===== src/rtl/sdram_pwrup_pkg.sv =====
package sdram_pwrup_pkg;
    typedef enum logic [2:0] {
        ST_CKE, ST_PAUSE, ST_PRE, ST_REF, ST_MRS, ST_WAIT, ST_NORMAL
    } seq_state_e;

    localparam logic [3:0] CMD_NOP = 4'b0111;
    localparam logic [3:0] CMD_PRE = 4'b0010;
    localparam logic [3:0] CMD_REF = 4'b0001;
    localparam logic [3:0] CMD_MRS = 4'b0000;

    localparam int REF_COUNT = 8;
    localparam int MRD_CYCLES = 2;
    localparam int REF_W = $clog2(REF_COUNT) + 1;

    typedef struct packed {
        seq_state_e         state;
        seq_state_e         ret;
        logic [REF_W-1:0]   ref_cnt;
        logic               cke;
    } seq_regs_t;
endpackage


===== src/rtl/sdram_delay_cnt.sv =====
module sdram_delay_cnt #(
    parameter int W = 16
) (
    input  logic         clk,
    input  logic         rst_n,
    input  logic         load,
    input  logic [W-1:0] load_val,
    output logic         zero
);
    logic [W-1:0] cnt_d, cnt_q;

    always_comb begin
        cnt_d = cnt_q;
        if (load)
            cnt_d = load_val;
        else if (cnt_q != '0)
            cnt_d = cnt_q - 1'b1;
    end

    always_ff @(posedge clk or negedge rst_n) begin
        if (!rst_n) cnt_q <= '0;
        else        cnt_q <= cnt_d;
    end

    assign zero = (cnt_q == '0);
endmodule


===== src/rtl/sdram_refresh_timer.sv =====
module sdram_refresh_timer #(
    parameter int PW = 16
) (
    input  logic          clk,
    input  logic          rst_n,
    input  logic          en,
    input  logic [PW-1:0] period,
    output logic          req
);
    logic [PW-1:0] cnt_d, cnt_q, reload;
    logic          req_d, req_q;

    always_comb begin
        reload = (period == '0) ? '0 : period - 1'b1;
        req_d  = en && (cnt_q == '0);
        if (!en)
            cnt_d = reload;
        else if (cnt_q == '0)
            cnt_d = reload;
        else
            cnt_d = cnt_q - 1'b1;
    end

    always_ff @(posedge clk or negedge rst_n) begin
        if (!rst_n) begin
            cnt_q <= '0;
            req_q <= 1'b0;
        end else begin
            cnt_q <= cnt_d;
            req_q <= req_d;
        end
    end

    assign req = req_q;
endmodule


===== src/rtl/sdram_pwrup_seq.sv =====
module sdram_pwrup_seq
    import sdram_pwrup_pkg::*;
#(
    parameter int CLK_MHZ  = 50,
    parameter int PAUSE_US = 200,
    parameter int ADDR_W   = 13,
    parameter int T_W      = 4,
    parameter int REFP_W   = 16
) (
    input  logic              clk,
    input  logic              rst_n,
    input  logic [1:0]        cfg_col_code,
    input  logic [1:0]        cfg_row_code,
    input  logic              cfg_bank_code,
    input  logic [2:0]        cfg_cas,
    input  logic [2:0]        cfg_burst,
    input  logic [T_W-1:0]    cfg_trp,
    input  logic [T_W-1:0]    cfg_trc,
    input  logic              cfg_wide,
    input  logic [REFP_W-1:0] cfg_refresh_period,
    output logic              cke,
    output logic              cs_n,
    output logic              ras_n,
    output logic              cas_n,
    output logic              we_n,
    output logic [ADDR_W-1:0] addr,
    output logic [1:0]        ba,
    output logic              init_done,
    output logic              refresh_req,
    output logic [5:0]        size_log2
);
    localparam int PAUSE_CYC = CLK_MHZ * PAUSE_US;
    localparam int CNT_W     = $clog2(PAUSE_CYC + 1);

    seq_regs_t        q, d;
    logic             dly_load, dly_zero;
    logic [CNT_W-1:0] dly_val;
    logic [3:0]       cmd;

    function automatic logic [CNT_W-1:0] gap_load(input logic [T_W-1:0] t);
        return (t == '0) ? '0 : CNT_W'(t - 1'b1);
    endfunction

    always_comb begin
        d        = q;
        dly_load = 1'b0;
        dly_val  = '0;
        unique case (q.state)
            ST_CKE: begin
                d.cke    = 1'b1;
                d.state  = ST_PAUSE;
                dly_load = 1'b1;
                dly_val  = CNT_W'(PAUSE_CYC - 1);
            end
            ST_PAUSE: if (dly_zero) d.state = ST_PRE;
            ST_PRE: begin
                d.state  = ST_WAIT;
                d.ret    = ST_REF;
                dly_load = 1'b1;
                dly_val  = gap_load(cfg_trp);
            end
            ST_REF: begin
                d.ref_cnt = q.ref_cnt + 1'b1;
                d.state   = ST_WAIT;
                d.ret     = (q.ref_cnt == REF_W'(REF_COUNT - 1)) ? ST_MRS : ST_REF;
                dly_load  = 1'b1;
                dly_val   = gap_load(cfg_trc);
            end
            ST_MRS: begin
                d.state  = ST_WAIT;
                d.ret    = ST_NORMAL;
                dly_load = 1'b1;
                dly_val  = CNT_W'(MRD_CYCLES - 1);
            end
            ST_WAIT: if (dly_zero) d.state = q.ret;
            default: d.state = ST_NORMAL;
        endcase
    end

    always_ff @(posedge clk or negedge rst_n) begin
        if (!rst_n) begin
            q.state   <= ST_CKE;
            q.ret     <= ST_CKE;
            q.ref_cnt <= '0;
            q.cke     <= 1'b0;
        end else begin
            q <= d;
        end
    end

    sdram_delay_cnt #(.W(CNT_W)) u_dly (
        .clk      (clk),
        .rst_n    (rst_n),
        .load     (dly_load),
        .load_val (dly_val),
        .zero     (dly_zero)
    );

    sdram_refresh_timer #(.PW(REFP_W)) u_rtmr (
        .clk    (clk),
        .rst_n  (rst_n),
        .en     (init_done),
        .period (cfg_refresh_period),
        .req    (refresh_req)
    );

    always_comb begin
        cmd  = CMD_NOP;
        addr = '0;
        unique case (q.state)
            ST_PRE: begin
                cmd      = CMD_PRE;
                addr[10] = 1'b1;
            end
            ST_REF: cmd = CMD_REF;
            ST_MRS: begin
                cmd       = CMD_MRS;
                addr[2:0] = cfg_burst;
                addr[6:4] = cfg_cas;
            end
            default: cmd = CMD_NOP;
        endcase
    end

    assign {cs_n, ras_n, cas_n, we_n} = cmd;
    assign ba        = 2'b00;
    assign cke       = q.cke;
    assign init_done = (q.state == ST_NORMAL);
    assign size_log2 = 6'(cfg_col_code) + 6'(cfg_row_code) + 6'(cfg_bank_code)
                     + 6'd21 + (cfg_wide ? 6'd1 : 6'd0);
endmodule


===== config.mk =====
export PLATFORM = sky130hd
export DESIGN_NAME = sdram_pwrup_seq
export DESIGN_NICKNAME = d
export VERILOG_FILES = /design/src/rtl/sdram_pwrup_pkg.sv /design/src/rtl/sdram_delay_cnt.sv /design/src/rtl/sdram_refresh_timer.sv /design/src/rtl/sdram_pwrup_seq.sv
export SDC_FILE = /design/constraint.sdc
export NUM_CORES = 1
export LEC_CHECK = 0
export CAP_MARGIN = 25
export CORE_MARGIN = 2
export CORE_UTILIZATION = 41
export CTS_CLUSTER_DIAMETER = 150
export DETAILED_ROUTE_END_ITERATION = 8
export DONT_BUFFER_PORTS = 1
export PLACE_DENSITY = 0.52
export SLEW_MARGIN = 20
export SYNTH_ARGS = -nofsm -noshare
export SYNTH_HDL_FRONTEND = slang
export SYNTH_SLANG_ARGS = --single-unit

===== constraint.sdc =====
create_clock -name clk -period 2.3 [get_ports clk]
set_clock_uncertainty 0.1 [all_clocks]
set_input_delay 0.115 -clock clk [delete_from_list [all_inputs] [get_ports clk]]
set_output_delay 0.115 -clock clk [all_outputs]
set_load 0.02 [all_outputs]

==> parameters.txt <==
Parameter                              Value

Synthesis
  Main combinational cell family by area after synthesis ... simple AND/OR/NAND/NOR gates
  Synth unique cells ... 56
  Mean post-synth cell area ... 9.18 um^2
  Synthesized-area fraction occupied by and/or/nand/nor cells ... 25.2%
  Ranking of synthesized cells by instance count ... 42 x dfrtp_1, 26 x nor2_1, 21 x nor3_1
  Share of the synthesized netlist area taken by xor and xnor gates ... 10.4%
  Adder-Cell Fraction of Synth Area ... 5.44%
  Cell types with the largest area share after synthesis ... dfrtp_1 36%, xnor2_1 5.6%, xor2_1 4.8%
  Async SR Flop Fraction ... 100%
  Mux cell area share after synthesis ... 2.08%
  Share of the synthesized area in the top cell type ... 35.7%
  Post-synthesis cell count ... 321
  Post-synthesis instance area ... 0.00295 mm^2
  Number of enable-type register cells in the synthesized netlist ... 0
  Flop and latch count out of synthesis ... 42
  Most numerous cell in the Yosys netlist ... dfrtp_1
  Warnings, synthesis ... 0
  Complex-gate fraction of the synthesized area ... 14.2%
  Dominant cell type by area after synthesis ... dfrtp_1
  Predominant post-synthesis flop cell ... dfrtp_1
  Sequential share of the synthesized area ... 35.7%

Job
  Number of max-cap violations ... 0

Cells and area
  Post-route non-filler standard cell count ... 447
  Area occupied by multi-input gates ... 0.00175 mm^2
  Count of fill cells added during filler insertion ... 647
  Net count of the finished layout ... 399
  Layout area overhead ... 15.9%
  Register cell area after layout ... 0.00105 mm^2
  Antenna fix cells ... 0
  Fraction of layout cells with a size suffix above 1 ... 12.3%

Status
  Run status ... complete, no violations

Floorplanning
  # rows ... 30
  Top Ports ... 66
  Initial cell density of the core ... 42.9%
  Total die area ... 0.00788 mm^2
  Die H ... 88.8 um
  Area of the core ... 0.00687 mm^2
  Overall die width ... 88.8 um

STA
  Setup-violating endpoint count in the final report ... 0
  Normalized max-slew margin ... 66.4%
  Total negative slack for setup checks ... 0 ns
  Final worst path period share ... 93.2%
  Minimum hold slack ... 0.0197 ns
  Unrepaired setup endpoints after global routing ... false
  Shortest clock period the worst path allows after layout ... 2.14 ns
  FMAX ... 0.466 GHz
  Worst Tran Pin Value ... 0.498 ns
  Hold Violations, Final ... 0
  Number of pins with negative max-slew slack in the final report ... 0

Clock network
  Clock sink total ... 42
  Max Root-Sink Buffers ... 2
  Clock insertion delay at the later pin of the skew report ... 0.30 ns
  CTS buffer count ... 5
  CTS tree ... built
  Maximum level of the CTS H-tree ... 2
  CTS root buffer ... clkbuf_8
  Clock-pin slew on the worst setup and hold paths ... 0.09 ns

Place
  Post-Place Cells ... 415
  Half-perimeter wire length of the detailed placement result ... 4.52 mm
  Count of port buffers added during placement ... 0
  Final Wtd Congestion ... 0.814

GRT
  Pin count of the biggest net entering global routing ... 43
  Via count of the first global-routing pass ... 2293
  First-pass GRT wire length ... 10.5 mm
  Remaining Overflow, GRT ... 0
  Total track usage ... 16.9%
  Antenna violations before repair ... 0

Power and ir drop
  Fraction of power consumed by sequential logic ... 52.7%
  Internal portion of total power ... 1.07 mW
  Logic pwr share ... 13.9%
  Net switching power ... 404 uW
  Proportion of total power due to net switching ... 27.4%
  Leakage power figure ... 1.34 nW
  Share of total power in the clock network ... 33.4%
  Maximum VDD drop ... 0.000194 V
  Power Density ... 431 mW/mm^2

Worst setup path
  Category of the worst setup path launch point ... input port
  Req. time, crit path ... 2.37 ns
  CP Max Fanout ... 13
  R2r setup slk ... 0.16 ns
  Depth of the worst register-to-register path ... 5
  WS Path Type ... input port to register
  Crit path capture type ... register
  Arrival time of the worst setup path ... 2.22 ns

Min path
  Worst min path class ... input port to register
  Count of cells along the worst hold path ... 2

Detailed routing
  Routed met2 length ... 3.08 mm
  DRT Wirelength ... 6.13 mm
  Highest signal layer in the routed design ... met4
  Routed len/inst ... 13.7 um
  Post-detailed-route DRC marker count ... 0
  Total via count in the routed design ... 2357
  Starting DRC count in detailed routing ... 95
  Detail-routed via count per cell ... 5.27
  Length of routed met3 wiring ... 223 um
  Drt first pass iters ... 4
  Detailed-route wire length on metal 1 ... 2.74 mm
  Routed Antenna Nets ... 0
through the flow:
stage	worst slack, ns	power [mW]	cell area, um^2	util (%)
after detailed placement	0.161	0.943	3040	44.3
after floorplan	0.228	0.932	2980	-
after global routing	0.00205	1.56	3410	49.7
after global placement	0.164	0.942	3040	44.3
final	0.156	1.47	3410	49.7
after CTS	0.00919	1.49	3380	49.1
registers in the layout, indices dropped and copies added (netlist names):
name / cells
u_dly.cnt_q: 14
u_rtmr.req: 1
q: 10
cke: 1
u_rtmr.cnt_q: 16
power by group through the flow:
stage | sequential, mW | clock [mW] | combinational [mW]
finish | 0.777 | 0.492 | 0.204
CTS | 0.777 | 0.512 | 0.206
floorplan | 0.787 | 0 | 0.145
detailed placement | 0.792 | 0 | 0.151
global route | 0.780 | 0.547 | 0.229
global placement | 0.791 | 0 | 0.151
per-layer routing:
| metal | vias to the layer above | GRT usage [%] |
|---|---|---|
| met5 | - | 0 |
| met4 | 0 | 5.92 |
| met3 | 8 | 2.99 |
| met2 | 55 | 28.8 |
| met1 | 1103 | 21.5 |
| li1 | 1191 | - |
path summary, 6_finish.rpt:
| path | from | end |
|---|---|---|
| min reg2reg | q[4]$_DFFE_PN0P_ | q[4]$_DFFE_PN0P_ |
| min | cfg_trc[2] | u_dly.cnt_q[3]$_DFFE_PN0P_ |
| max reg2reg | u_dly.cnt_q[1]$_DFFE_PN0P_ | u_dly.cnt_q[13]$_DFFE_PN0P_ |
| min in group asynchronous | rst_n | q[10]$_DFFE_PN0P_ |
| max in group asynchronous | rst_n | q[8]$_DFFE_PN0P_ |
| max | cfg_refresh_period[1] | u_rtmr.cnt_q[8]$_DFF_PN0_ |
critical path: stages:
cell and delay (ns):
dlygate4sd3_1 0.53, inv_1 0.06, ha_1 0.20, nor2b_2 0.19
nand4_1 0.16, or3_4 0.40, o31ai_4 0.29, buf_12 0.17
o22ai_1 0.09
repair_timing:
| action | in CTS | in global routing |
|---|---|---|
| hold buffers | 23 | 0 |
| setup buffers | 0 | 1 |
| setup endpoints to repair | 0 | 17 |
| resized for setup | 0 | 7 |
| hold endpoints to repair | 59 | 0 |
cell usage in the layout (no fill, tap or decap), types with 3 or more instances in the layout:
master,n
nand4_1,5
ha_1,8
buf_4,12
mux2i_1,5
nor2b_1,3
inv_1,13
conb_1,11
nand3_1,5
xnor2_1,19
clkbuf_8,5
and2_1,8
or4_1,3
nor4_1,7
o21bai_1,3
o311ai_0,3
o21ai_0,11
nand2b_1,4
nor4b_1,3
xor2_1,16
dlygate4sd3_1,22
a21oi_1,13
nand2_1,19
o22ai_1,13
dfrtp_1,41
o211ai_1,3
fa_1,3
nor3_1,21
nor2_1,25
nor4_2,3
area by class of cell:
class / count / share of cell area, %
sequential: 42 / 30.8
timing repair buffer: 36 / 10.3
clock inverter: 3 / 0.733
clock buffer: 5 / 2.02
multi-input combinational: 252 / 51.2
inverter: 13 / 1.43
tap: 96 / 3.52
cells by family (layout without fill, tap and decap cells):
family / count (synthesis) / in the layout
simple gates: 128 / 128
buf+inv: 36 / 57
fa+ha+maj: 11 / 11
other cells: 2 / 11
compound gates: 61 / 61
mux: 6 / 6
xor+xnor: 35 / 35
flops: 42 / 42
Power figures use the tool's default switching activity.
